--- src/rtl/dbgcmp_pkg.sv ---
`timescale 1ns/1ps
// Package: shared field layout, window offsets and widths for the
// debug bus comparator. Assumes an 8-bit register port.
package dbgcmp_pkg;
    localparam int REG_W  = 8;
    localparam int BANK_W = 2;
    localparam int CTRL_W = 6;

    // Control byte, MSB first: tag, invert, data check, dir filter, dir, enable.
    typedef struct packed {
        logic tag;
        logic inv;
        logic data_en;
        logic dir_en;
        logic dir_sel;
        logic en;
    } cmp_ctrl_t;

    localparam logic [REG_W-1:0] OFS_BANK = 8'h20;
    localparam logic [REG_W-1:0] OFS_CTRL = 8'h28;
    localparam logic [REG_W-1:0] OFS_AHI  = 8'h29;
    localparam logic [REG_W-1:0] OFS_AMID = 8'h2A;
    localparam logic [REG_W-1:0] OFS_ALO  = 8'h2B;
    localparam logic [REG_W-1:0] OFS_DATA = 8'h2C;

    // Writable control bits: all bits, or all but invert.
    localparam logic [CTRL_W-1:0] MASK_FULL  = 6'h3F;
    localparam logic [CTRL_W-1:0] MASK_NOINV = 6'h2F;
endpackage

--- src/rtl/dbgcmp_regs.sv ---
`timescale 1ns/1ps
// Register file with banked window. Holds the bank select and, per
// comparator, its control, address and data registers. Assumes
// 17 <= ADDR_W <= 24 and NUM_CMP <= 4. Writes through a bank value
// with no comparator behind it are dropped, and reads of it return 0.
module dbgcmp_regs
    import dbgcmp_pkg::*;
#(
    parameter int NUM_CMP = 3,
    parameter int ADDR_W  = 18
) (
    input  logic                  clk,
    input  logic                  rst_n,
    input  logic                  reg_wr,
    input  logic [REG_W-1:0]      reg_addr,
    input  logic [REG_W-1:0]      reg_wdata,
    output logic [REG_W-1:0]      reg_rdata,
    output cmp_ctrl_t             ctrl_o [NUM_CMP],
    output logic [ADDR_W-1:0]     addr_o [NUM_CMP],
    output logic [REG_W-1:0]      data_o [NUM_CMP],
    output logic [BANK_W-1:0]     bank_o
);
    localparam int HI_W = ADDR_W - 16;

    logic [BANK_W-1:0] bank_q;
    logic              bank_ok;
    logic [BANK_W-1:0] bank_idx;

    // Bank select register update.
    always_ff @(posedge clk) begin
        if (!rst_n)
            bank_q <= '0;
        else if (reg_wr && reg_addr == OFS_BANK)
            bank_q <= reg_wdata[BANK_W-1:0];
    end

    assign bank_o   = bank_q;
    assign bank_ok  = (32'(bank_q) < NUM_CMP);
    assign bank_idx = bank_ok ? bank_q : '0;

    for (genvar g = 0; g < NUM_CMP; g++) begin : g_cmp
        localparam logic [CTRL_W-1:0] WMASK = (g == 0) ? MASK_FULL : MASK_NOINV;
        cmp_ctrl_t         ctrl_q;
        logic [ADDR_W-1:0] addr_q;
        logic [REG_W-1:0]  data_q;
        logic              sel;

        assign sel = reg_wr && (bank_q == BANK_W'(g));

        // Per-comparator register writes through the window.
        always_ff @(posedge clk) begin
            if (!rst_n) begin
                ctrl_q <= '0;
                addr_q <= '0;
                data_q <= '0;
            end else if (sel) begin
                case (reg_addr)
                    OFS_CTRL: ctrl_q <= cmp_ctrl_t'(reg_wdata[CTRL_W-1:0] & WMASK);
                    OFS_AHI:  addr_q[ADDR_W-1:16] <= reg_wdata[HI_W-1:0];
                    OFS_AMID: addr_q[15:8] <= reg_wdata;
                    OFS_ALO:  addr_q[7:0] <= reg_wdata;
                    OFS_DATA: data_q <= reg_wdata;
                    default:  ;
                endcase
            end
        end

        assign ctrl_o[g] = ctrl_q;
        assign addr_o[g] = addr_q;
        assign data_o[g] = data_q;
    end

    // Read mux for the bank register and the window.
    always_comb begin
        reg_rdata = '0;
        if (reg_addr == OFS_BANK) begin
            reg_rdata[BANK_W-1:0] = bank_q;
        end else if (bank_ok) begin
            case (reg_addr)
                OFS_CTRL: reg_rdata[CTRL_W-1:0] = ctrl_o[bank_idx];
                OFS_AHI:  reg_rdata[HI_W-1:0] = addr_o[bank_idx][ADDR_W-1:16];
                OFS_AMID: reg_rdata = addr_o[bank_idx][15:8];
                OFS_ALO:  reg_rdata = addr_o[bank_idx][7:0];
                OFS_DATA: reg_rdata = data_o[bank_idx];
                default:  reg_rdata = '0;
            endcase
        end
    end
endmodule

--- src/rtl/dbgcmp_unit.sv ---
`timescale 1ns/1ps
// One comparator. Qualifies each bus cycle, or each execute-stage
// opcode in tag mode, against its registers and registers the result.
// Assumes the invert bit is already forced to 0 where it does not exist.
module dbgcmp_unit
    import dbgcmp_pkg::*;
#(
    parameter int ADDR_W = 18
) (
    input  logic              clk,
    input  logic              rst_n,
    input  cmp_ctrl_t         ctrl,
    input  logic [ADDR_W-1:0] cmp_addr,
    input  logic [REG_W-1:0]  cmp_data,
    input  logic              bus_valid,
    input  logic              bus_rnw,
    input  logic [ADDR_W-1:0] bus_addr,
    input  logic [REG_W-1:0]  bus_wdata,
    input  logic [REG_W-1:0]  bus_rdata,
    input  logic              exe_valid,
    input  logic [ADDR_W-1:0] exe_addr,
    output logic              match_q
);
    logic             dir_ok;
    logic             data_ok;
    logic [REG_W-1:0] sample;
    logic             bus_hit;
    logic             exe_hit;
    logic             hit;

    // Qualifiers for a plain bus cycle.
    always_comb begin
        dir_ok  = !ctrl.dir_en || (ctrl.dir_sel == bus_rnw);
        sample  = bus_rnw ? bus_rdata : bus_wdata;
        data_ok = !ctrl.data_en || ((sample == cmp_data) != ctrl.inv);
        bus_hit = bus_valid && !ctrl.tag && (bus_addr == cmp_addr) && dir_ok && data_ok;
        exe_hit = ctrl.tag && exe_valid && (exe_addr == cmp_addr);
        hit     = ctrl.en && (bus_hit || exe_hit);
    end

    // Registered match pulse.
    always_ff @(posedge clk) begin
        if (!rst_n)
            match_q <= 1'b0;
        else
            match_q <= hit;
    end
endmodule

--- src/rtl/dbgcmp_top.sv ---
`timescale 1ns/1ps
// Debug bus access comparator bank. Joins the banked register file to
// NUM_CMP comparators and gathers their match pulses. Assumes all
// inputs are synchronous to clk.
module dbgcmp_top
    import dbgcmp_pkg::*;
#(
    parameter int NUM_CMP = 3,
    parameter int ADDR_W  = 18
) (
    input  logic               clk,
    input  logic               rst_n,
    input  logic               reg_wr,
    input  logic [7:0]         reg_addr,
    input  logic [7:0]         reg_wdata,
    output logic [7:0]         reg_rdata,
    input  logic               bus_valid,
    input  logic               bus_rnw,
    input  logic [ADDR_W-1:0]  bus_addr,
    input  logic [7:0]         bus_wdata,
    input  logic [7:0]         bus_rdata,
    input  logic               exe_valid,
    input  logic [ADDR_W-1:0]  exe_addr,
    output logic [NUM_CMP-1:0] match
);
    cmp_ctrl_t         ctrl  [NUM_CMP];
    logic [ADDR_W-1:0] caddr [NUM_CMP];
    logic [REG_W-1:0]  cdata [NUM_CMP];
    logic [BANK_W-1:0] bank_sel;
    logic [NUM_CMP-1:0] en_v, tag_v, diren_v, dirsel_v;

    dbgcmp_regs #(.NUM_CMP(NUM_CMP), .ADDR_W(ADDR_W)) u_regs (
        .clk       (clk),
        .rst_n     (rst_n),
        .reg_wr    (reg_wr),
        .reg_addr  (reg_addr),
        .reg_wdata (reg_wdata),
        .reg_rdata (reg_rdata),
        .ctrl_o    (ctrl),
        .addr_o    (caddr),
        .data_o    (cdata),
        .bank_o    (bank_sel)
    );

    for (genvar g = 0; g < NUM_CMP; g++) begin : g_unit
        dbgcmp_unit #(.ADDR_W(ADDR_W)) u_cmp (
            .clk       (clk),
            .rst_n     (rst_n),
            .ctrl      (ctrl[g]),
            .cmp_addr  (caddr[g]),
            .cmp_data  (cdata[g]),
            .bus_valid (bus_valid),
            .bus_rnw   (bus_rnw),
            .bus_addr  (bus_addr),
            .bus_wdata (bus_wdata),
            .bus_rdata (bus_rdata),
            .exe_valid (exe_valid),
            .exe_addr  (exe_addr),
            .match_q   (match[g])
        );
        // Flattened control view for the bound checker.
        assign en_v[g]     = ctrl[g].en;
        assign tag_v[g]    = ctrl[g].tag;
        assign diren_v[g]  = ctrl[g].dir_en;
        assign dirsel_v[g] = ctrl[g].dir_sel;
    end
endmodule

--- config.mk ---
export PLATFORM = sky130hd
export DESIGN_NAME = dbgcmp_top
export DESIGN_NICKNAME = d
export VERILOG_FILES = /design/src/rtl/dbgcmp_pkg.sv /design/src/rtl/dbgcmp_regs.sv /design/src/rtl/dbgcmp_unit.sv /design/src/rtl/dbgcmp_top.sv
export SDC_FILE = /design/constraint.sdc
export NUM_CORES = 1
export LEC_CHECK = 0
export BUFFER_PORTS_ARGS = -buffer_cell sky130_fd_sc_hd__buf_2
export CORE_AREA = 2 2 148 150
export CTS_CLUSTER_DIAMETER = 120
export DETAILED_ROUTE_END_ITERATION = 10
export DIE_AREA = 0 0 150 152
export SYNTH_ARGS = -nofsm -noshare
export SYNTH_HDL_FRONTEND = slang
export SYNTH_HIERARCHICAL = 1
export SYNTH_SLANG_ARGS = --single-unit
--- constraint.sdc ---
create_clock -name clk -period 2.2 [get_ports clk]
set_input_delay 0.11 -clock clk [delete_from_list [all_inputs] [get_ports clk]]
set_output_delay 0.11 -clock clk [all_outputs]
set_load 0.03 [all_outputs]
==> results of run 1 <==
==> layout by cell type (no fill, tap or decap), types with 6 or more instances in the layout <==
cell	instances
nor2b_1	79
nand4_1	15
xnor2_1	30
mux2i_1	133
nor4_1	22
buf_12	10
buf_2	77
nand3_1	33
buf_4	30
nand2_1	37
nor2_1	14
a21boi_0	22
xor2_1	105
o22ai_1	10
clkbuf_16	10
mux4_2	6
buf_6	8
or3_1	6
dfxtp_1	97
==> per-stage QoR <==
stage / hold slack, ns / power [mW] / worst slack, ns / util [%]
floorplan: 0.243 / 2.08 / 0.0786 / -
global placement: 0.475 / 2.27 / 0.0323 / 36.8
detailed placement: 0.484 / 2.28 / 0.0422 / 36.8
CTS: 0.121 / 3.95 / -0.0508 / 38.9
global route: 0.158 / 4.07 / -0.0864 / 39.2
finish: 0.116 / 3.94 / -0.0791 / 39.2
==> cells by family (layout without fill, tap and decap cells) <==
group | count (synthesis) | after routing | synth area share [%]
AO/OA/AOI/OAI | 77 | 77 | 8.05
XOR/XNOR | 136 | 136 | 17.4
buffers and inverters | 49 | 144 | 3.30
flip-flops | 99 | 99 | 28.9
multiplexers | 143 | 143 | 22.0
other | 1 | 2 | 0.0547
AND/OR/NAND/NOR | 239 | 239 | 20.3
==> worst max path at each step <==
stage | startpoint | endpoint | slack (ns) | cells after the start
4_1_cts | u_regs/bank_o[0]$_SDFFE_PN0P_ | reg_rdata[5] | -0.05 | 6
3_3_place_gp | reg_addr[4] | reg_rdata[5] | 0.03 | 7
2_1_floorplan | u_regs/bank_o[0]$_SDFFE_PN0P_ | reg_rdata[0] | 0.08 | 6
3_5_place_dp | reg_addr[4] | reg_rdata[5] | 0.04 | 7
5_1_grt | u_regs/bank_o[0]$_SDFFE_PN0P_ | reg_rdata[5] | -0.09 | 6
6_report | u_regs/bank_o[0]$_SDFFE_PN0P_ | reg_rdata[5] | -0.08 | 6
==> final cells by class <==
cell class	instances	area (um^2)	area share, %
multi-input combinational	597	4780	57.1
clock buffer	11	253	3.02
inverter	1	3.75	0.0448
tap	280	350	4.18
sequential	99	1990	23.7
clock inverter	5	60.1	0.717
timing repair buffer	127	941	11.2
==> power breakdown <==
| part | leakage (nW) | switching (mW) | total, mW | internal [mW] |
|---|---|---|---|---|
| Sequential | 0.799 | 0.00125 | 1.79 | 1.79 |
| Combinational | 2.49 | 0.268 | 0.454 | 0.186 |
| Clock | 0.152 | 0.744 | 1.69 | 0.948 |
==> Yosys cell counts, types with 10 or more instances <==
master | number | area [um^2]
mux2i_1 | 133 | 1330
xor2_1 | 106 | 928
dfxtp_1 | 99 | 1980
nor2b_1 | 79 | 494
nand2_1 | 37 | 139
nand3_1 | 33 | 165
clkbuf_1 | 30 | 113
xnor2_1 | 30 | 263
a21boi_0 | 22 | 165
nor4_1 | 22 | 138
nand4_1 | 15 | 93.8
nor2_1 | 15 | 56.3
o22ai_1 | 12 | 75.1
buf_2 | 10 | 50.1
==> per-layer routing <==
metal  up-vias  GRT usage, %
li1       2811             -
met1      2797          29.6
met2       203          29.5
met3        18          3.63
met4         0          4.63
met5         -             0
==> registers in the layout, summed over array words and instances (netlist names) <==
register              cells
u_regs/g_cmp.addr_q      54
u_regs/g_cmp.data_q      24
u_regs/ctrl_o            16
g_unit.u_cmp/match_q      3
u_regs/bank_o             2
==> worst max-delay path, delay by kind of cell (launching register included) <==
family                 cells  cell delay (ns)
buffers and inverters      2             0.31
multiplexers               2             0.66
AO/OA/AOI/OAI              1             0.18
AND/OR/NAND/NOR            1             0.27
flip-flops                 1             0.38
==> repair_timing <==
item / in CTS / in global routing
resized for setup: 33 / 13
hold endpoints to repair: 0 / 0
cloned: 0 / 1
pin swaps: 7 / 2
buffers inserted: 1 / 1
setup endpoints to repair: 8 / 9
==> flow_summary.yaml, run 1 <==
clock_network:
  numClockSinks: 99
  clk_latency_ns: 0.37
  cts_hold_buf: 0
  root_buffer: "clkbuf_16"
  cts_buffers: 9
  htreeDepth: 3
  clkTransAtPathRegs_ns: 0.07
  cts_buffer_depth: 2
  cts_tree: "built"
floorplanning:
  coreArea_mm2: 0.0214
  floorplan.io_pins: 85
  die_w_um: 150
  fp.dieH_um: 152
  die_area_mm2: 0.0228
  start_util_pct: 32.1
  rows: 54
outcome:
  violations: "setup timing"
  status: "finished with violations"
layout:
  final_cell_count_no_fill: 1120
  final_layout_size_suffix_gt1_share_pct: 22.3
  finish.instance_area_mm2: 0.00838
  num_antenna_cells: 0
  fillers: 2191
  syn2layout_area_growth_pct: 22.2
  nNetsFinal: 909
placed_design:
  gp_congestion: 0.953
  portBuffers: 84
  dp_hpwl_um: 16800
  placed_cells: 1101
  placed_cell_area_mm2: 0.00785
logic_synthesis:
  async_reset_ff_share_pct: 0
  synthCells: 744
  ys_seq_area_share_pct: 28.9
  yosysWarningCount: 6
  synth_edf_count: 0
  syn_avg_cell_area_um2: 9.22
  synthFlopType: "dfxtp_1"
  synth_seq_cells: 99
  syn-cell-area_mm2: 0.00686
  synth_cell_types: 52
sta:
  finalCritPeriodShare_pct: 104
  worst_pin_slew_ns: 0.613
  max_freq_mhz: 439
  finalCriticalPeriod_ns: 2.28
  setup_slack_ns: -0.0791
  slew_violations: 0
  setup_tns_ns: -0.142
  finalClockSkew_ns: 0.00972
  slew-limit-headroom_pct: 59.1
  hold_viol: 0
  rsz0062_at_grt: "yes"
  setup_viol_count_final: 6
detailed_routing:
  dr.pass1.iters: 5
  vias: 5829
  wl_met3_um: 1240
  first_iter_violations: 569
  vias_per_cell: 5.20
  route.antenna.remaining_nets: 0
  drt-total-wl_um: 22700
  route.top_layer_used: "met4"
  wl_met1_um: 11000
  drcViolationCount: 0
  routedWlPerCell_um: 20.3
  met2WireLength_um: 10100
grt:
  grt_max_degree: 63
  grt_pass1_wl_um: 34000
  grt_usage_pct: 19.9
  grt_pass1_vias: 5638
  antenna_found_initial: 0
  overflow: 0
power_and_ir_drop:
  irDropWorstVdd_mv: 0.383
  p_leak_nw: 3.44
  p_per_area_mw_per_mm2: 470
setup_path:
  r2r-start: "u_regs/g_cmp[2].addr_q[16]$_SDFFE_PN0P_"
  ff2ff_setup_slack_ns: 0.21
  slowest_stage: "mux4_2"
  r2r_end: "g_unit[2].u_cmp/match_q$_SDFF_PN0_"
  critPathCaptureType: "output port"
  critPathMaxStageDelay_ns: 0.54
  cp.required_ns: 2.09
  r2r_cells: 7
  crit_fanout: 12
  crit_chain: "buf_12 -> mux2i_1 -> mux4_2 -> or2_4 -> a21oi_4 -> buf_6"
  worstPathArrival_ns: 2.17
  worstSetupStartpointType: "register"
  crit_type: "register to output port"
worst_hold_path:
  holdCritStartpoint: "reg_wdata[6]"
  hold_end: "u_regs/g_cmp[0].addr_q[14]$_SDFFE_PN0P_"
  whs_path_depth: 3
  hold_path.class: "primary input to register"
run:
  drv_cap: 0
Power figures use the tool's default switching activity.
==> inputs of run 2 (changes only) <==
==> constraint.sdc (replaced) <==
create_clock -name clk -period 2.2 [get_ports clk]
set_input_delay 0.11 -clock clk [delete_from_list [all_inputs] [get_ports clk]]
set_output_delay 0.11 -clock clk [all_outputs]
set_load 0.05 [all_outputs]
==> flow_summary.yaml, run 2 (same netlist as run 1, synthesis figures left out) <==
clock_network:
  cts_tree: "built"
  numClockSinks: 99
  cts_buffers: 9
  cts_buffer_depth: 2
  clk_latency_ns: 0.36
  htreeDepth: 3
  clkTransAtPathRegs_ns: 0.07
  cts_hold_buf: 0
  root_buffer: "clkbuf_16"
sta:
  slew-limit-headroom_pct: 60.8
  hold_ws_ns: 0.136
  finalCritPeriodShare_pct: 107
  setup_viol_count_final: 6
  max_freq_mhz: 425
  setup_tns_ns: -0.587
  finalClockSkew_ns: 0.00923
  worst_pin_slew_ns: 0.582
  rsz0062_at_grt: "yes"
  slew_violations: 0
  finalCriticalPeriod_ns: 2.35
  setup_slack_ns: -0.153
  hold_viol: 0
setup_path:
  cp.required_ns: 2.09
  crit_type: "register to output port"
  critPathCaptureType: "output port"
  worstPathArrival_ns: 2.24
  crit_path_start: "u_regs/bank_o[0]$_SDFFE_PN0P_"
  r2r_end: "g_unit[0].u_cmp/match_q$_SDFF_PN0_"
  crit_fanout: 8
  r2r_cells: 7
  worstSetupStartpointType: "register"
  worstSetupEndpoint: "reg_rdata[0]"
  r2r-start: "u_regs/g_cmp[0].addr_q[16]$_SDFFE_PN0P_"
  ff2ff_setup_slack_ns: 0.15
floorplanning:
  coreArea_mm2: 0.0214
  fp.dieH_um: 152
  die_area_mm2: 0.0228
  start_util_pct: 32.1
  die_w_um: 150
  rows: 54
  floorplan.io_pins: 85
grt:
  grt_usage_pct: 19.9
  overflow: 0
  grt_max_degree: 68
  grt_pass1_vias: 5675
  antenna_found_initial: 2
  grt_pass1_wl_um: 34100
detailed_routing:
  route.antenna.remaining_nets: 0
  drcViolationCount: 0
  routedWlPerCell_um: 20.2
  vias_per_cell: 5.24
  first_iter_violations: 518
  vias: 5950
  drt-total-wl_um: 23000
  dr.pass1.iters: 5
power_and_ir_drop:
  p_per_area_mw_per_mm2: 445
  p_leak_nw: 3.51
  finalPower_mw: 3.76
  irDropWorstVdd_mv: 0.378
layout:
  final_layout_size_suffix_gt1_share_pct: 23.1
  syn2layout_area_growth_pct: 23.3
  mostFrequentLayoutCells: "133 x mux2i_1, 106 x xor2_1, 97 x dfxtp_1"
  fillers: 2208
  final_core_util_pct: 39.6
  top_register: "u_regs/g_cmp.addr_q"
  largest_reg_flops: 54
  finish.instance_area_mm2: 0.00845
  nNetsFinal: 924
  layout_commonest_cell: "mux2i_1"
  final_cell_count_no_fill: 1136
placed_design:
  gp_congestion: 0.897
  place_ws_ns: 0.0151
  placed_cells: 1112
  placed_cell_area_mm2: 0.00796
  dp_hpwl_um: 17100
  portBuffers: 84
outcome:
  status: "finished with violations"
  violations: "setup timing"
run:
  drv_cap: 0
worst_hold_path:
  hold_path.class: "primary input to register"
run 2: cell type report:
cell class                      count  area, um^2  area share (%)
Inverter                            1        3.75          0.0444
Sequential cell                    99        1990            23.5
Clock buffer                       11         243            2.87
Tap cell                          280         350            4.14
Antenna cell                        2        5.00          0.0592
Multi-Input combinational cell    597        4770            56.4
Timing Repair Buffer              142        1060            12.6
Clock inverter                      4        27.5           0.326
run 2: metal layers:
metal  vias up  wire, um  global-route usage, %
met5         -         0                      0
met4         0       398                   5.08
met3        27      1670                   4.80
met2       206     10400                   30.9
met1      2877     10500                   27.7
li1       2840         -                      -
run 2: critical path: stages, from the launching register on:
cell and delay (ns):
dfxtp_4 0.45, buf_12 0.15, mux2i_1 0.12, mux4_2 0.51
and2_4 0.19, o31ai_4 0.24, buf_6 0.21
run 2: worst min-delay path by stage:
stage / from / end / slack, ns / cells after the start
floorplan: rst_n / g_unit[0].u_cmp/match_q$_SDFF_PN0_ / 0.24 / 1
global placement: u_regs/ctrl_o[15]$_SDFFE_PN0P_ / u_regs/ctrl_o[15]$_SDFFE_PN0P_ / 0.47 / 2
detailed placement: u_regs/ctrl_o[14]$_SDFFE_PN0P_ / u_regs/ctrl_o[14]$_SDFFE_PN0P_ / 0.47 / 2
CTS: reg_wdata[6] / u_regs/g_cmp[0].data_q[6]$_SDFFE_PN0P_ / 0.13 / 3
global route: reg_wdata[6] / u_regs/g_cmp[0].addr_q[14]$_SDFFE_PN0P_ / 0.16 / 3
finish: reg_wdata[6] / u_regs/g_cmp[0].addr_q[14]$_SDFFE_PN0P_ / 0.14 / 3
run 2: power by group:
group	internal (mW)	switching, mW
registers	1.79	0.00124
clock network	0.793	0.726
logic	0.185	0.265
run 2: timing repair:
item,in CTS,in global routing
resized for setup,34,4
pin swaps,2,4
setup endpoints to repair,8,8
cloned,2,1
buffers inserted,1,3
==> inputs of run 3 (changes only) <==
--- a/config.mk
+++ b/config.mk
@@ -5,11 +5,12 @@
 export SDC_FILE = /design/constraint.sdc
 export NUM_CORES = 1
 export LEC_CHECK = 0
+export ABC_AREA = 1
 export BUFFER_PORTS_ARGS = -buffer_cell sky130_fd_sc_hd__buf_2
-export CORE_AREA = 2 2 148 150
+export CORE_AREA = 2 2 150 152
 export CTS_CLUSTER_DIAMETER = 120
 export DETAILED_ROUTE_END_ITERATION = 10
-export DIE_AREA = 0 0 150 152
+export DIE_AREA = 0 0 152 154
 export SYNTH_ARGS = -nofsm -noshare
 export SYNTH_HDL_FRONTEND = slang
 export SYNTH_HIERARCHICAL = 1
==> flow_summary.yaml, run 3 <==
logic_synthesis:
  synthCells: 1196
  yosys.area.top_type: "dfxtp_1"
  synthFlopType: "dfxtp_1"
  syn_avg_cell_area_um2: 5.91
  async_reset_ff_share_pct: 0
  yosysWarningCount: 6
  synth_cell_types: 34
  synth_edf_count: 0
  synth_seq_cells: 99
  yosysMostFrequentCell: "nand2_1"
  yosys-top-cells-area: "dfxtp_1 28%, nand2_1 20%, inv_1 8.0%"
  ys_seq_area_share_pct: 28.0
  yosysTopAreaCellShare_pct: 28.0
  syn-cell-area_mm2: 0.00707
  synth_common_cells: "373 x nand2_1, 151 x inv_1, 109 x o21ai_0"
sta:
  setup_viol_count_final: 0
  hold_viol: 0
  slew_violations: 0
  max_freq_mhz: 470
  slew-limit-headroom_pct: 65.4
  setup_tns_ns: 0
  worst_pin_slew_ns: 0.519
  finalCriticalPeriod_ns: 2.13
  rsz0062_at_grt: "no"
  finalCritPeriodShare_pct: 96.8
  hold_ws_ns: 0.0501
  setup_slack_ns: 0.0703
  finalClockSkew_ns: 0.00656
placed_design:
  place_ws_ns: 0.191
  gp_congestion: 0.948
  placed_cell_area_mm2: 0.00779
  portBuffers: 84
  placed_cells: 1538
  dp_hpwl_um: 20500
clock_network:
  cts_buffers: 9
  clk_latency_ns: 0.36
  clkTransAtPathRegs_ns: 0.06
  numClockSinks: 99
  htreeDepth: 3
  cts_tree: "built"
  root_buffer: "clkbuf_16"
  cts_buffer_depth: 2
layout:
  final_cell_count_no_fill: 1556
  final_layout_size_suffix_gt1_share_pct: 13.0
  fillers: 2387
  nNetsFinal: 1346
  syn2layout_area_growth_pct: 16.4
  mostFrequentLayoutCells: "373 x nand2_1, 151 x inv_1, 109 x o21ai_0"
  largest_reg_flops: 54
  finish.instance_area_mm2: 0.00823
  num_antenna_cells: 0
  layout_commonest_cell: "nand2_1"
  top_register: "u_regs/g_cmp.addr_q"
outcome:
  status: "completed"
floorplanning:
  rows: 54
  floorplan.io_pins: 85
  die_area_mm2: 0.0234
  fp.dieH_um: 154
  die_w_um: 152
  start_util_pct: 32.6
  coreArea_mm2: 0.0217
power_and_ir_drop:
  p_per_area_mw_per_mm2: 514
  p_leak_nw: 3.52
  irDropWorstVdd_mv: 0.283
setup_path:
  crit_family: "buffers and inverters"
  worstPathArrival_ns: 2.02
  crit_fanout: 13
  critPathCaptureType: "output port"
  crit_buf_inv: 3
  critPathMaxStageDelay_ns: 0.36
  worstSetupStartpointType: "register"
  crit_type: "register to output port"
  cp.required_ns: 2.09
  crit_chain: "buf_6 -> nand2_2 -> nand2_2 -> buf_6 -> nor2_1 -> o21ai_0 -> nand3_1 -> o21bai_1 -> nand2_1 -> buf_4"
  slowest_stage: "dfxtp_2"
detailed_routing:
  dr.pass1.iters: 5
  first_iter_violations: 945
  vias_per_cell: 5.12
  drcViolationCount: 0
  routedWlPerCell_um: 17.0
  drt-total-wl_um: 26400
  vias: 7967
  route.antenna.remaining_nets: 0
grt:
  grt_pass1_wl_um: 40100
  antenna_found_initial: 1
  grt_usage_pct: 22.0
  overflow: 0
  grt_max_degree: 64
  grt_pass1_vias: 7027
worst_hold_path:
  hold_path.class: "primary input to register"
run:
  drv_cap: 0
[run 3: cell count changes in the layout (fill, tap and decap cells not counted), moves of 13 or more]
cell,delta
nand2_1,+336
xor2_1,-85
nor4_1,-18
nor2b_1,-79
o21ai_0,+105
xnor2_1,-15
nand3_1,+54
nand3b_1,+13
inv_1,+150
buf_4,-22
nor2_1,+75
a21boi_0,-22
a21oi_1,+85
mux2i_1,-133
[run 3: path summary, 6_finish.rpt]
check | from | to | slack (ns) | depth (start not counted)
max | u_regs/bank_o[1]$_SDFFE_PN0P_ | reg_rdata[1] | 0.07 | 10
min | reg_wr | u_regs/bank_o[0]$_SDFFE_PN0P_ | 0.05 | 3
max reg2reg | u_regs/bank_o[1]$_SDFFE_PN0P_ | u_regs/g_cmp[0].addr_q[14]$_SDFFE_PN0P_ | 0.25 | 6
min reg2reg | u_regs/ctrl_o[6]$_SDFFE_PN0P_ | g_unit[1].u_cmp/match_q$_SDFF_PN0_ | 0.45 | 2
[run 3: worst register-to-register path: stages (launching register included)]
cell,delay (ns)
dfxtp_2,0.34
buf_6,0.14
buf_4,0.15
nor3_4,0.44
nand2_1,0.43
o21ai_0,0.27
a21oi_1,0.06
[run 3: where the power goes]
group          switching (mW)  internal, mW
Combinational           0.320         0.171
Clock                   0.699          1.25
Sequential            0.00150          1.79
Total                    1.02          3.21
[run 3: per-stage QoR]
stage | total power [mW] | utilization (%)
finish | 4.23 | 38.0
detailed placement | 2.32 | 35.9
floorplan | 2.12 | -
CTS | 4.25 | 37.7
global route | 4.38 | 38.0
global placement | 2.31 | 35.9
[run 3: metal layers]
| layer | GRT usage (%) | part of all wire [%] |
|---|---|---|
| met4 | 5.87 | 2.0 |
| met3 | 3.21 | 6.7 |
| met5 | 0 | 0.030 |
| met1 | 31.2 | 47 |
| met2 | 34.7 | 45 |
[run 3: final cells by class]
type / instances / area [um^2] / area share, %
Clock buffer: 10 / 239 / 2.90
Clock inverter: 5 / 125 / 1.52
Inverter: 157 / 597 / 7.25
Multi-Input combinational cell: 895 / 4270 / 51.8
Sequential cell: 99 / 1990 / 24.1
Tap cell: 280 / 350 / 4.25
Timing Repair Buffer: 110 / 669 / 8.13
[run 3: cells by family after synthesis]
group / count (synthesis) / synth area share (%)
AO/OA/AOI/OAI: 234 / 17.7
AND/OR/NAND/NOR: 623 / 38.0
buffers and inverters: 203 / 11.8
other: 1 / 0.0530
XOR/XNOR: 36 / 4.46
flip-flops: 99 / 28.0
[run 3: timing repair]
| action | CTS | global route |
|---|---|---|
| hold buffers | 0 | 0 |
| pin swaps | 1 | 5 |
| resized for setup | 4 | 22 |
| buffers inserted | 1 | 1 |
| endpoints found under the setup margin | 8 | 8 |
| cloned | 0 | 1 |
